==> src/rtl/ata_seq_pkg.sv <==
package ata_seq_pkg;
  localparam int ST_BSY  = 7;
  localparam int ST_DRDY = 6;
  localparam int ST_DRQ  = 3;
  localparam int ST_ERR  = 0;

  localparam logic [2:0] RG_DATA  = 3'd0;
  localparam logic [2:0] RG_FEAT  = 3'd1;
  localparam logic [2:0] RG_NSECT = 3'd2;
  localparam logic [2:0] RG_LBA0  = 3'd3;
  localparam logic [2:0] RG_LBA1  = 3'd4;
  localparam logic [2:0] RG_LBA2  = 3'd5;
  localparam logic [2:0] RG_DEV   = 3'd6;
  localparam logic [2:0] RG_CMD   = 3'd7;

  localparam logic [7:0] CMD_WRSECT  = 8'h30;
  localparam logic [7:0] CMD_SETFEAT = 8'hEF;

  localparam int INIT_LEN = 4;

  typedef struct packed {
    logic [2:0] addr;
    logic [7:0] data;
  } tf_wr_t;

  typedef enum logic [3:0] {
    S_INIT_POLL, S_INIT_WR, S_IDLE, S_LINE_WAIT, S_CMD_POLL,
    S_TF_WR, S_DRQ_POLL, S_DATA, S_LINE_END, S_FAULT
  } ctl_st_t;
endpackage

==> src/rtl/ata_init_rom.sv <==
module ata_init_rom
  import ata_seq_pkg::*;
(
  input  logic [1:0] idx,
  output tf_wr_t     ent
);
  always_comb begin
    unique case (idx)
      2'd0: ent = '{addr: RG_FEAT,  data: 8'h03};
      2'd1: ent = '{addr: RG_NSECT, data: 8'h08};
      2'd2: ent = '{addr: RG_DEV,   data: 8'hE0};
      default: ent = '{addr: RG_CMD, data: CMD_SETFEAT};
    endcase
  end
endmodule

==> src/rtl/ata_word_src.sv <==
module ata_word_src #(
  parameter int HDR_WORDS  = 4,
  parameter int LINE_WORDS = 2304,
  parameter int POSW       = 12,
  parameter int LINEW      = 11
) (
  input  logic [POSW-1:0]  pos,
  input  logic [LINEW-1:0] line_idx,
  input  logic [15:0]      fifo_data,
  output logic [15:0]      word,
  output logic             from_fifo
);
  localparam logic [POSW-1:0] HDR_END = POSW'(HDR_WORDS);
  localparam logic [POSW-1:0] PAY_END = POSW'(HDR_WORDS + LINE_WORDS);

  always_comb begin
    from_fifo = 1'b0;
    if (pos < HDR_END) begin
      word = {4'(pos), 12'(line_idx)};
    end else if (pos < PAY_END) begin
      word      = fifo_data;
      from_fifo = 1'b1;
    end else begin
      word = 16'h0000;
    end
  end
endmodule

==> src/rtl/ata_pio_cycle.sv <==
module ata_pio_cycle #(
  parameter int STROBE_CYC = 2
) (
  input  logic        clk,
  input  logic        rst_n,
  input  logic        req,
  input  logic        req_we,
  input  logic [2:0]  req_addr,
  input  logic [15:0] req_wdata,
  input  logic [7:0]  ata_din,
  output logic        idle,
  output logic        done,
  output logic [7:0]  rdata,
  output logic [2:0]  ata_addr,
  output logic [15:0] ata_dout,
  output logic        ata_dout_oe,
  output logic        ata_diow_n,
  output logic        ata_dior_n
);
  localparam int CW = $clog2(STROBE_CYC + 1);
  localparam logic [CW-1:0] C_LAST = CW'(STROBE_CYC - 1);

  typedef enum logic [1:0] {E_IDLE, E_SETUP, E_STRB, E_RECOV} eng_st_t;

  eng_st_t       es, es_n;
  logic [CW-1:0] cnt, cnt_n;
  logic          we_q, lat_en, cap_en;
  logic [2:0]    addr_q;
  logic [15:0]   data_q;
  logic [7:0]    rd_q;

  always_comb begin
    es_n   = es;
    cnt_n  = cnt;
    lat_en = 1'b0;
    cap_en = 1'b0;
    unique case (es)
      E_IDLE:  if (req) begin es_n = E_SETUP; lat_en = 1'b1; end
      E_SETUP: begin es_n = E_STRB; cnt_n = '0; end
      E_STRB:  if (cnt == C_LAST) begin
                 es_n   = E_RECOV;
                 cap_en = ~we_q;
               end else begin
                 cnt_n = cnt + 1'b1;
               end
      default: es_n = E_IDLE;
    endcase
  end

  always_ff @(posedge clk or negedge rst_n) begin
    if (!rst_n) begin
      es     <= E_IDLE;
      cnt    <= '0;
      we_q   <= 1'b0;
      addr_q <= 3'd0;
      data_q <= 16'h0000;
      rd_q   <= 8'h00;
    end else begin
      es  <= es_n;
      cnt <= cnt_n;
      if (lat_en) begin
        we_q   <= req_we;
        addr_q <= req_addr;
        data_q <= req_wdata;
      end
      if (cap_en) rd_q <= ata_din;
    end
  end

  assign idle        = (es == E_IDLE);
  assign done        = (es == E_RECOV);
  assign rdata       = rd_q;
  assign ata_addr    = addr_q;
  assign ata_dout    = data_q;
  assign ata_dout_oe = we_q && (es != E_IDLE);
  assign ata_diow_n  = !((es == E_STRB) && we_q);
  assign ata_dior_n  = !((es == E_STRB) && !we_q);
endmodule

==> src/rtl/ata_seq_writer.sv <==
module ata_seq_writer
  import ata_seq_pkg::*;
#(
  parameter int LINE_WORDS  = 2304,
  parameter int HDR_WORDS   = 4,
  parameter int SECT_WORDS  = 256,
  parameter int LINES       = 1024,
  parameter int STROBE_CYC  = 2,
  parameter int FCW         = 16
) (
  input  logic           clk,
  input  logic           rst_n,
  input  logic           start,
  input  logic [27:0]    base_lba,
  input  logic [FCW-1:0] fifo_count,
  input  logic [15:0]    fifo_data,
  output logic           fifo_rd,
  output logic [2:0]     ata_addr,
  output logic [15:0]    ata_dout,
  output logic           ata_dout_oe,
  input  logic [7:0]     ata_din,
  output logic           ata_diow_n,
  output logic           ata_dior_n,
  output logic           busy,
  output logic           line_done,
  output logic           fault
);
  localparam int TOT   = HDR_WORDS + LINE_WORDS;
  localparam int SECTS = (TOT + SECT_WORDS - 1) / SECT_WORDS;
  localparam int POSW  = $clog2(SECTS * SECT_WORDS + 1);
  localparam int WCW   = $clog2(SECT_WORDS);
  localparam int SCW   = $clog2(SECTS + 1);
  localparam int LINEW = $clog2(LINES + 1);
  localparam logic [WCW-1:0]   WC_LAST  = WCW'(SECT_WORDS - 1);
  localparam logic [SCW-1:0]   SC_LAST  = SCW'(SECTS - 1);
  localparam logic [LINEW-1:0] LN_LAST  = LINEW'(LINES - 1);
  localparam logic [FCW-1:0]   NEED     = FCW'(LINE_WORDS);
  localparam logic [7:0]       NSECT_B  = 8'(SECTS);
  localparam logic [27:0]      LBA_STEP = 28'(SECTS);
  localparam logic [2:0]       IDX_INIT_LAST = 3'(INIT_LEN - 1);

  logic [1:0] rst_q;
  logic       rst_i;

  always_ff @(posedge clk or negedge rst_n) begin
    if (!rst_n) rst_q <= 2'b00;
    else        rst_q <= {rst_q[0], 1'b1};
  end
  assign rst_i = rst_q[1];

  ctl_st_t          st, st_n;
  logic [2:0]       idx, idx_n;
  logic [WCW-1:0]   wc, wc_n;
  logic [SCW-1:0]   sc, sc_n;
  logic [POSW-1:0]  pos, pos_n;
  logic [27:0]      lba, lba_n;
  logic [LINEW-1:0] ln, ln_n;
  logic             iss, iss_n;

  logic        req, rq_we;
  logic [2:0]  rq_addr;
  logic [15:0] rq_wdata;
  logic        eng_idle, eng_done;
  logic [7:0]  sts;
  tf_wr_t      init_ent, tf_ent;
  logic [15:0] src_word;
  logic        src_fifo;
  logic        go;

  ata_init_rom u_rom (.idx(idx[1:0]), .ent(init_ent));

  ata_word_src #(
    .HDR_WORDS(HDR_WORDS), .LINE_WORDS(LINE_WORDS), .POSW(POSW), .LINEW(LINEW)
  ) u_src (
    .pos(pos), .line_idx(ln), .fifo_data(fifo_data),
    .word(src_word), .from_fifo(src_fifo)
  );

  ata_pio_cycle #(.STROBE_CYC(STROBE_CYC)) u_eng (
    .clk(clk), .rst_n(rst_i), .req(req), .req_we(rq_we), .req_addr(rq_addr),
    .req_wdata(rq_wdata), .ata_din(ata_din), .idle(eng_idle), .done(eng_done),
    .rdata(sts), .ata_addr(ata_addr), .ata_dout(ata_dout),
    .ata_dout_oe(ata_dout_oe), .ata_diow_n(ata_diow_n), .ata_dior_n(ata_dior_n)
  );

  // Per-line task-file programming list
  always_comb begin
    unique case (idx)
      3'd0:    tf_ent = '{addr: RG_NSECT, data: NSECT_B};
      3'd1:    tf_ent = '{addr: RG_LBA0,  data: lba[7:0]};
      3'd2:    tf_ent = '{addr: RG_LBA1,  data: lba[15:8]};
      3'd3:    tf_ent = '{addr: RG_LBA2,  data: lba[23:16]};
      3'd4:    tf_ent = '{addr: RG_DEV,   data: {4'hE, lba[27:24]}};
      default: tf_ent = '{addr: RG_CMD,   data: CMD_WRSECT};
    endcase
  end

  assign go = eng_idle && !iss;

  always_comb begin
    st_n     = st;
    idx_n    = idx;
    wc_n     = wc;
    sc_n     = sc;
    pos_n    = pos;
    lba_n    = lba;
    ln_n     = ln;
    iss_n    = iss && !eng_done;
    req      = 1'b0;
    rq_we    = 1'b0;
    rq_addr  = RG_CMD;
    rq_wdata = 16'h0000;
    fifo_rd  = 1'b0;
    unique case (st)
      S_INIT_POLL, S_CMD_POLL, S_DRQ_POLL: begin
        if (go) begin req = 1'b1; iss_n = 1'b1; end
        if (eng_done) begin
          if (sts[ST_ERR]) begin
            st_n = S_FAULT;
          end else if (st == S_DRQ_POLL) begin
            if (!sts[ST_BSY] && sts[ST_DRQ]) begin st_n = S_DATA; wc_n = '0; end
          end else if (!sts[ST_BSY] && sts[ST_DRDY]) begin
            st_n  = (st == S_INIT_POLL) ? S_INIT_WR : S_TF_WR;
            idx_n = 3'd0;
          end
        end
      end
      S_INIT_WR: begin
        if (go) begin
          req = 1'b1; iss_n = 1'b1; rq_we = 1'b1;
          rq_addr = init_ent.addr; rq_wdata = {8'h00, init_ent.data};
        end
        if (eng_done) begin
          if (idx == IDX_INIT_LAST) st_n = S_IDLE;
          else                      idx_n = idx + 3'd1;
        end
      end
      S_IDLE: if (start) begin
        lba_n = base_lba; ln_n = '0; st_n = S_LINE_WAIT;
      end
      S_LINE_WAIT: if (fifo_count >= NEED) st_n = S_CMD_POLL;
      S_TF_WR: begin
        if (go) begin
          req = 1'b1; iss_n = 1'b1; rq_we = 1'b1;
          rq_addr = tf_ent.addr; rq_wdata = {8'h00, tf_ent.data};
        end
        if (eng_done) begin
          if (idx == 3'd5) begin
            st_n = S_DRQ_POLL; sc_n = '0; pos_n = '0;
          end else begin
            idx_n = idx + 3'd1;
          end
        end
      end
      S_DATA: begin
        if (go) begin
          req = 1'b1; iss_n = 1'b1; rq_we = 1'b1;
          rq_addr = RG_DATA; rq_wdata = src_word; fifo_rd = src_fifo;
        end
        if (eng_done) begin
          pos_n = pos + 1'b1;
          wc_n  = wc + 1'b1;
          if (wc == WC_LAST) begin
            wc_n = '0;
            sc_n = sc + 1'b1;
            st_n = (sc == SC_LAST) ? S_LINE_END : S_DRQ_POLL;
          end
        end
      end
      S_LINE_END: begin
        lba_n = lba + LBA_STEP;
        ln_n  = ln + 1'b1;
        st_n  = (ln == LN_LAST) ? S_IDLE : S_LINE_WAIT;
      end
      default: st_n = S_FAULT;
    endcase
  end

  always_ff @(posedge clk or negedge rst_i) begin
    if (!rst_i) begin
      st  <= S_INIT_POLL;
      idx <= 3'd0;
      wc  <= '0;
      sc  <= '0;
      pos <= '0;
      lba <= 28'd0;
      ln  <= '0;
      iss <= 1'b0;
    end else begin
      st  <= st_n;
      idx <= idx_n;
      wc  <= wc_n;
      sc  <= sc_n;
      pos <= pos_n;
      lba <= lba_n;
      ln  <= ln_n;
      iss <= iss_n;
    end
  end

  assign busy      = (st == S_LINE_WAIT) || (st == S_CMD_POLL) || (st == S_TF_WR) ||
                     (st == S_DRQ_POLL) || (st == S_DATA) || (st == S_LINE_END);
  assign line_done = (st == S_LINE_END);
  assign fault     = (st == S_FAULT);
endmodule

==> config.mk <==
export PLATFORM = sky130hd
export DESIGN_NAME = ata_seq_writer
export DESIGN_NICKNAME = d
export VERILOG_FILES = /design/src/rtl/ata_seq_pkg.sv /design/src/rtl/ata_init_rom.sv /design/src/rtl/ata_word_src.sv /design/src/rtl/ata_pio_cycle.sv /design/src/rtl/ata_seq_writer.sv
export SDC_FILE = /design/constraint.sdc
export NUM_CORES = 1
export LEC_CHECK = 0
export BUFFER_PORTS_ARGS = -buffer_cell sky130_fd_sc_hd__buf_2
export CORE_ASPECT_RATIO = 2
export CORE_MARGIN = 2
export CORE_UTILIZATION = 50
export DETAILED_ROUTE_END_ITERATION = 10
export PLACE_DENSITY = 0.72
export SLEW_MARGIN = 40
export SYNTH_ARGS = -nofsm -noshare
export SYNTH_HDL_FRONTEND = slang
export SYNTH_SLANG_ARGS = --single-unit
export TNS_END_PERCENT = 30
==> constraint.sdc <==
create_clock -name clk -period 9.9 [get_ports clk]
set_clock_uncertainty 0.2 [all_clocks]
set_input_delay 1.98 -clock clk [delete_from_list [all_inputs] [get_ports clk]]
set_output_delay 1.98 -clock clk [all_outputs]
set_load 0.005 [all_outputs]
==> results of run 1 <==
## worst reg2reg max path: stages, from the launching register on
cell,delay [ns]
dfrtp_1,0.86
or4b_4,0.78
clkinv_4,0.27
nor2_1,0.07
buf_4,0.23
o21ai_0,0.17
o311ai_0,0.17
## state kept, by name, indices dropped and copies added, names as in the netlist
signal,flops
lba,28
u_eng.ata_dout,16
pos,12
ln,11
wc,8
sc,4
st,4
u_eng.rdata,4
idx,3
u_eng.ata_addr,3
rst_q,2
u_eng.cnt,2
u_eng.es,2
iss,1
u_eng.we_q,1
## power by group through the flow
stage / clock, mW / sequential, mW / combinational (mW)
3_3_place_gp: 0 / 0.762 / 0.675
5_1_grt: 0.388 / 0.795 / 0.794
3_5_place_dp: 0 / 0.769 / 0.704
2_1_floorplan: 0 / 0.671 / 0.567
6_report: 0.363 / 0.772 / 0.711
4_1_cts: 0.367 / 0.765 / 0.707
## area by class of cell
| cell class | count | area [sq um] | share of cell area, % |
|---|---|---|---|
| multi-input combinational | 508 | 3160 | 47.0 |
| timing repair buffer | 90 | 478 | 7.11 |
| inverter | 18 | 72.6 | 1.08 |
| clock inverter | 6 | 71.3 | 1.06 |
| tap | 145 | 181 | 2.70 |
| clock buffer | 10 | 229 | 3.41 |
| sequential | 101 | 2530 | 37.6 |
## cells by family after synthesis
logic type / share of synthesized area, %
XOR/XNOR: 1.47
multiplexers: 2.54
other: 0.0630
buffers and inverters: 4.46
AND/OR/NAND/NOR: 22.4
AO/OA/AOI/OAI: 23.0
flip-flops: 42.5
adder cells (fa/ha/maj): 3.57
## per-stage QoR
step           setup WS, ns  hold WS [ns]
6_report               4.83        0.0692
5_1_grt                4.56         0.121
4_1_cts                4.82        0.0957
3_5_place_dp           5.19        0.0857
3_3_place_gp           5.24        0.0829
2_1_floorplan          6.20         0.131
## metal layers
metal	global-route usage [%]	routed length, microns	share of wire (%)
met1	28.5	5900	36
met2	49.6	8980	55
met3	4.14	741	4.5
met4	15.8	839	5.1
met5	0	0	0
## cell usage in the layout, fill, tap and decap left out, drive strengths merged, types with 13 or more instances in the layout
cell / instances
a21oi: 37
buf: 90
dfrtp: 101
ha: 17
inv: 18
nand2: 90
nand3: 34
nor2: 34
nor3: 18
o211ai: 13
o21ai: 65
## how the worst max path moves through the flow
| stage | startpoint | to | cells past startpoint |
|---|---|---|---|
| final | st[2] | fifo_rd | 4 |
| after floorplan | pos[10] | fifo_rd | 5 |
| after global placement | st[2] | fifo_rd | 4 |
| after CTS | st[2] | fifo_rd | 4 |
| after detailed placement | st[2] | fifo_rd | 4 |
| after global routing | st[2] | fifo_rd | 4 |
==> key figures, run 1 <==
Run status
  – Status: complete, no violations

Route
  – Via-to-Cell Ratio: ~6.3
  – Via count: 5493
  – WL/cell: between 15 and 20 microns
  – DR pass1 iterations: 5
  – Post-Route WL: approximately 16000 microns
  – Detail Route Antenna Nets: 0
  – DRC viols: 0
  – DR iter-0 viols: 337

Clock network
  – CTS buffer count: 9
  – Max Buffers Root-to-Sink: 2
  – Clock root buffer: clkbuf_16
  – Clock Sinks: ~100
  – Worst-path clk slew: 0.08 ns
  – Clock H-tree levels: 3
  – Post-cts sizing count: 0
  – Clock Latency Late Sink: between 0.3 and 0.4 ns
  – Hold-fix buffers, CTS: 0
  – Setup Buffers After CTS: 0
  – CTS tree: done

Timing
  – Fin. max-slew vios: 0
  – RSZ-0062 raised after global routing: false
  – Fmax: a little under 200 MHz
  – Least-Margin Pin Slew: around 0.90 ns
  – Period minus WS final: slightly above 5 ns
  – Final setup TNS: 0 ns
  – Fin. Hold Viols: 0
  – Setup violation total in the final timing report: 0
  – Slew headroom: between 40% and 50%
  – Fin crit share: between 50 and 60%

GRT
  – Vias in the first global route: about 5600
  – Initial antenna violation count: 0
  – Global-route wire length before repair: between 20000 and 30000 microns
  – Largest net degree at the start of global routing: between 40 and 50
  – Grt ovf: 0
  – Tot GR Track Use: between 20 and 30%

Logic synthesis
  – Mean Syn Cell Area: 8.91 sq um
  – Cell taking the most area after synthesis: dfrtp_1
  – Main synth FF type: dfrtp_1
  – Post-synth ARST share: 100%
  – Synth unique cells: 70
  – Syn Nets: 756
  – Post-synthesis sequential area ratio: around 42%
  – EDFF count, synth: 0
  – Synthesized flop and latch total: slightly above 100
  – Yosys Warn Count: 0
  – Area contributors post-synth: dfrtp_1 (42%), nand2_1 (5.6%), o21ai_0 (5.5%)
  – Synth cell count leaders: dfrtp_1 (101), nand2_1 (89), o21ai_0 (65)
  – Mapped Area: ~0.0060 sq mm
  – Most common cell in the netlist: dfrtp_1
  – Post-Synthesis Cells: between 600 and 700
  – Post-synth top area share: a little over two fifths

Die
  – Top Ports: a little under 100
  – CORE AREA: ~0.012 sq mm
  – Row count: 56
  – Die area: about 0.013 sq mm
  – Starting Density: 50.9%
  – Die width: 81.2 microns
  – Chip height: roughly 160 microns

Worst setup path
  – Slowest-stage cell, CP: dfrtp_1
  – Cell family with most CP delay: simple AND/OR/NAND/NOR gates
  – Worst Path Arrival: ~2.9 ns
  – Reg2reg start: st[3]
  – Slowest stage delay, CP: between 0.7 and 0.8 ns
  – Type of origin of the critical path: flip-flop
  – CP Class: flip-flop to output pin
  – CP endpoint kind: output pin
  – Flop-to-flop setup slack: 7.00 ns
  – Bufs and invs on worst path: 1
  – Data required, critical path: 7.72 ns
  – Worst path cell trace: nand4b_1 -> a211oi_2 -> and2_1 -> buf_2
  – CP max FO: 25
  – Reg-to-Reg End: lba[26]
  – Worst-case reg-to-reg path depth: 6

Placement
  – Port Buffer Count: 84
  – RD Place Congestion: between 0.9 and 1
  – Placed instance area: 0.00642 sq mm
  – Dpl hpwl: roughly 12000 microns
  – Inst Count DP: about 860

Pwr
  – P_int: around 1.1 mW
  – VDD IR-drop max: ~0.00012 V
  – Sw power: between 0.7 and 0.8 mW
  – Pwr Density: approximately 270 mW/mm^2
  – Tot Pwr: about 1.8 mW
  – Sw Share: between 40% and 50%
  – Combinational power share: 38.5%
  – Clock Power Share: around a fifth
  – Seq pwr share: 41.8%
  – Pleak: between 2 and 3 nW

Run
  – Max_cap viols: 0

Layout
  – N_diodes: 0
  – Layout Utilization: between 50% and 60%
  – Final Instance Area: 0.00672 sq mm
  – Layout cell share with drive strength beyond 1: 17.6%
  – Layout Area Growth over Synthesis: 13.0%
  – Filler Cell Count: 1057
  – Final Net Count: approximately 820
  – Post-Layout Cell Count: roughly 900

Min path
  – Hold Crit Class: flip-flop to async pin
(Power assumes the default switching activity.)
==> run 2, diff against run 1 <==
Settings changed: PLACE_DENSITY 0.72 to 0.75.
Clock period 9.9 ns to 4.4 ns, I/O delays scaled along.
==> key figures, run 2 (synthesis gave the netlist of run 1 again) <==
Run status
  – Status: complete, no violations

Placement
  – RD Place Congestion: a little over 0.9
  – Placed instance area: around 0.0064 sq mm
  – Dpl hpwl: roughly 12000 microns
  – Setup Slack @ Placement: between 1 and 1.5 ns
  – Inst Count DP: approximately 860
  – Port Buffer Count: 84

Clock network
  – Clock Latency Late Sink: 0.35 ns
  – Hold-fix buffers, CTS: 0
  – Setup Buffers After CTS: 0
  – Worst-path clk slew: around 0.080 ns
  – Max Buffers Root-to-Sink: 2
  – Clock H-tree levels: 3
  – Post-cts sizing count: 0
  – CTS tree: done
  – Clock Sinks: approximately 100
  – Clock root buffer: clkbuf_16
  – CTS buffer count: 9

Worst setup path
  – CP endpoint kind: output pin
  – Worst Path Arrival: 2.35 ns
  – Reg-to-Reg End: u_eng.ata_dout[7]
  – CP max FO: 10
  – Type of origin of the critical path: flip-flop
  – CP Class: flip-flop to output pin
  – Data required, critical path: 3.32 ns
  – Flop-to-flop setup slack: around 1.4 ns
  – Reg2reg start: u_eng.es[0]
  – Worst-case reg-to-reg path depth: 7

Route
  – Post-Route WL: around 17000 microns
  – WL/cell: 18.9 microns
  – Via count: 5576
  – Via-to-Cell Ratio: between 6 and 7
  – DR iter-0 viols: about 420
  – DRC viols: 0
  – Detail Route Antenna Nets: 0
  – DR pass1 iterations: 5

Run
  – Max_cap viols: 0

Layout
  – Filler Cell Count: between 1000 and 1500
  – Post-Layout Cell Count: roughly 880
  – Most frequent cells in the layout: dfrtp_1 (100), nand2_1 (89), buf_2 (84)
  – Max reg flops: 28
  – N_diodes: 0
  – Final Net Count: roughly 820
  – Final Instance Area: around 0.0068 sq mm
  – Layout Area Growth over Synthesis: 13.4%
  – Most flops, register: lba
  – Layout cell share with drive strength beyond 1: a little under a fifth
  – Commonest non-fill, non-tap cell in the layout: dfrtp_1
  – Storage cell area: ~0.0025 sq mm
  – Multi-input logic area: approximately 0.0032 sq mm
  – Layout Utilization: approximately 58%

Die
  – Die area: 0.0128 sq mm
  – CORE AREA: ~0.012 sq mm
  – Die width: between 80 and 90 microns
  – Top Ports: 97
  – Chip height: 158 microns
  – Starting Density: about half
  – Row count: 56

Timing
  – Period minus WS final: approximately 3.4 ns
  – Final WS setup: just under 1 ns
  – Final setup TNS: 0 ns
  – Fin. Hold Viols: 0
  – RSZ-0062 raised after global routing: false
  – Fin. max-slew vios: 0
  – Least-Margin Pin Slew: ~0.8 ns
  – Final hold slack: 0.0586 ns
  – Fin crit share: around four fifths
  – Slew headroom: a little under half
  – Setup violation total in the final timing report: 0
  – Fmax: 291 MHz

Pwr
  – P_int: 2.37 mW
  – Sw Share: 43.2%
  – Sw power: 1.81 mW
  – Pleak: ~3.0 nW
  – Clock Power Share: 19.6%
  – Seq pwr share: approximately 41%
  – Combinational power share: 39.0%
  – Pwr Density: a little over 600 mW/mm^2
  – VDD IR-drop max: between 0.0003 and 0.0004 V
  – Tot Pwr: approximately 4.2 mW

GRT
  – Grt ovf: 0
  – Vias in the first global route: about 5500
  – Largest net degree at the start of global routing: 64
  – Tot GR Track Use: between 20% and 30%
  – Initial antenna violation count: 0
  – Global-route wire length before repair: approximately 26000 microns

Min path
  – Hold Crit Class: flip-flop to async pin
==> run 2: area by class of cell <==
| type | instances | share of cell area [%] |
|---|---|---|
| multi-input combinational | 508 | 46.9 |
| sequential | 101 | 37.5 |
| timing repair buffer | 93 | 7.41 |
| clock buffer | 10 | 3.39 |
| tap | 145 | 2.69 |
| inverter | 18 | 1.08 |
| clock inverter | 6 | 1.04 |
==> run 2: power groups by stage <==
stage	clock, mW	combinational, mW	sequential, mW
final	0.821	1.63	1.73
after global routing	0.866	1.81	1.77
after CTS	0.829	1.61	1.72
after detailed placement	0	1.59	1.73
after global placement	0	1.53	1.71
after floorplan	0	1.28	1.51
==> run 2: worst max path at each step <==
stage | startpoint | end | slack (ns) | cells past startpoint
after CTS | pos[10] | fifo_rd | 0.98 | 6
after global placement | u_eng.es[0] | u_eng.ata_dout[6] | 1.44 | 7
after floorplan | rst_q[1] | idx[0] | 1.18 | 0
final | pos[10] | fifo_rd | 0.97 | 6
after detailed placement | pos[10] | fifo_rd | 1.36 | 6
after global routing | pos[4] | fifo_rd | 0.74 | 6
==> run 2: metal layers <==
layer / wire length [microns] / vias to the layer above / track usage [%]
met4: 858 / 0 / 15.4
met2: 9130 / 221 / 49.5
li1: - / 2598 / -
met3: 761 / 60 / 3.40
met5: 0 / - / 0
met1: 5940 / 2697 / 28.1
==> run 2: critical path, cell delays in order, from the launching register on <==
cell and delay [ns]:
dfrtp_1 0.43, nor4_1 0.48, a21oi_1 0.16, a211oi_2 0.22, buf_4 0.19, and2_1 0.34, buf_2 0.18
==> run 3, diff against run 2 <==
Settings changed: PLACE_DENSITY 0.75 to 0.72.
Clock period 4.4 ns to 3.53 ns, I/O delays scaled along.
==> key figures, run 3 (synthesis gave the netlist of run 1 again) <==
Pwr
  – Sw power: 2.27 mW
  – Seq pwr share: between 30% and 40%
  – Pwr Density: about 780 mW/mm^2
  – VDD IR-drop max: between 0.0004 and 0.0005 V
  – Clock Power Share: 21.0%
  – Sw Share: between 40 and 50%
  – Tot Pwr: 5.34 mW
  – Pleak: a little over 3 nW
  – Combinational power share: 39.6%
  – P_int: between 3 and 4 mW

GRT
  – Largest net degree at the start of global routing: 60
  – Grt ovf: 0
  – Global-route wire length before repair: about 27000 microns
  – Vias in the first global route: between 5000 and 6000
  – Tot GR Track Use: between 20% and 30%
  – Initial antenna violation count: 0

Route
  – DR pass1 iterations: 7
  – Via-to-Cell Ratio: 6.36
  – DR iter-0 viols: between 300 and 400
  – DRC viols: 0
  – WL/cell: between 15 and 20 microns
  – Post-Route WL: 16800 microns
  – Detail Route Antenna Nets: 0
  – Via count: about 5700

Die
  – Chip height: 158 microns
  – Die width: 81.2 microns
  – Row count: 56
  – CORE AREA: approximately 0.012 sq mm
  – Top Ports: slightly below 100
  – Starting Density: roughly 51%
  – Die area: between 0.01 and 0.015 sq mm

Placement
  – RD Place Congestion: 0.900
  – Dpl hpwl: between 10000 and 15000 microns
  – Port Buffer Count: 84

Layout
  – Multi-input logic area: 0.00316 sq mm
  – Max reg flops: 28
  – Most frequent cells in the layout: dfrtp_1 (100), nand2_1 (89), buf_2 (84)
  – Filler Cell Count: around 1100
  – Final Net Count: approximately 830
  – Layout Area Growth over Synthesis: 14.8%
  – N_diodes: 0
  – Storage cell area: 0.00253 sq mm
  – Commonest non-fill, non-tap cell in the layout: dfrtp_1
  – Layout cell share with drive strength beyond 1: between 10% and 20%
  – Most flops, register: lba

Timing
  – Fin. max-slew vios: 0
  – Least-Margin Pin Slew: about 0.80 ns
  – Fin. Hold Viols: 0
  – Final setup TNS: 0 ns
  – Period minus WS final: ~3.1 ns
  – Fin crit share: 89.0%
  – Final hold slack: roughly 0.0015 ns
  – Slew headroom: about 46%
  – Setup violation total in the final timing report: 0
  – RSZ-0062 raised after global routing: false
  – Fmax: roughly 320 MHz

Min path
  – Hold Crit Class: flip-flop to async pin

Worst setup path
  – Type of origin of the critical path: flip-flop
  – Reg2reg start: st[3]
  – Flop-to-flop setup slack: 0.76 ns
  – Worst Path Arrival: roughly 2.2 ns
  – CP endpoint kind: output pin
  – Data required, critical path: 2.62 ns
  – CP max FO: 10
  – Reg-to-Reg End: u_eng.ata_dout[3]
  – Worst-case reg-to-reg path depth: 6
  – CP Class: flip-flop to output pin

Clock network
  – Clock root buffer: clkbuf_16
  – Post-cts sizing count: 0
  – Clock Sinks: between 100 and 150
  – CTS tree: done
  – Worst-path clk slew: roughly 0.07 ns
  – Setup Buffers After CTS: 0
  – CTS buffer count: 9
  – Clock Latency Late Sink: around 0.36 ns
  – Clock H-tree levels: 3
  – Max Buffers Root-to-Sink: 2

Run
  – Max_cap viols: 0

Run status
  – Status: complete, no violations
[run 3: changes by cell type in the layout (fill, tap and decap cells not counted), sizes merged]
cell / before / now
clkinv: 2 / 3
bufinv: 1 / 2
dlygate4sd3: 0 / 1
buf: 93 / 99
clkinvlp: 2 / 0
[run 3: timing repair]
action	CTS	global route
endpoints found under the hold margin	2	0
hold buffers	1	0
endpoints found under the setup margin	0	0
[run 3: power groups by stage]
| stage | combinational, mW | clock, mW | sequential, mW |
|---|---|---|---|
| 6_report | 2.11 | 1.12 | 2.11 |
| 5_1_grt | 2.34 | 1.18 | 2.16 |
| 4_1_cts | 2.09 | 1.13 | 2.10 |
| 3_5_place_dp | 2.08 | 0 | 2.11 |
| 3_3_place_gp | 1.98 | 0 | 2.09 |
| 2_1_floorplan | 1.59 | 0 | 1.88 |
[run 3: final cells by class]
type | instances | share of cell area [%]
Tap cell | 145 | 2.66
Clock inverter | 6 | 1.37
Timing Repair Buffer | 100 | 8.13
Inverter | 18 | 1.06
Multi-Input combinational cell | 508 | 46.2
Clock buffer | 10 | 3.50
Sequential cell | 101 | 37.0
[run 3: through the flow]
| step | setup slack [ns] | utilization [%] | instance area, sq um | std cells |
|---|---|---|---|---|
| after global routing | 0.120 | 58.4 | 6830 | 888 |
| final | 0.389 | 58.4 | 6830 | 888 |
| after detailed placement | 0.806 | 55.3 | 6470 | 870 |
| after CTS | 0.422 | 58.2 | 6810 | 887 |
| after global placement | 0.886 | 55.3 | 6470 | 870 |
| after floorplan | 0.308 | - | 5950 | 668 |
[run 3: worst max-delay path by stage]
stage	startpoint	end	slack, ns
after global placement	pos[4]	fifo_rd	0.89
after floorplan	rst_q[1]	idx[0]	0.31
final	pos[4]	fifo_rd	0.39
after CTS	pos[4]	fifo_rd	0.42
after detailed placement	pos[4]	fifo_rd	0.81
after global routing	pos[10]	fifo_rd	0.12
[run 3: layer usage]
| metal | up-vias | wire (microns) | track usage, % | share of wire (%) |
|---|---|---|---|---|
| met3 | 61 | 704 | 4.08 | 4.2 |
| met2 | 204 | 9200 | 50.0 | 55 |
| met5 | - | 0 | 0 | 0 |
| met4 | 0 | 931 | 17.7 | 5.5 |
| met1 | 2766 | 5970 | 27.6 | 36 |
| li1 | 2619 | - | - | - |
[run 3: critical path: stages, from the launching register on]
cell and delay, ns:
dfrtp_1 0.43, nor4_1 0.48, a21oi_1 0.15, a211oi_2 0.25, and2_1 0.38, buf_2 0.19
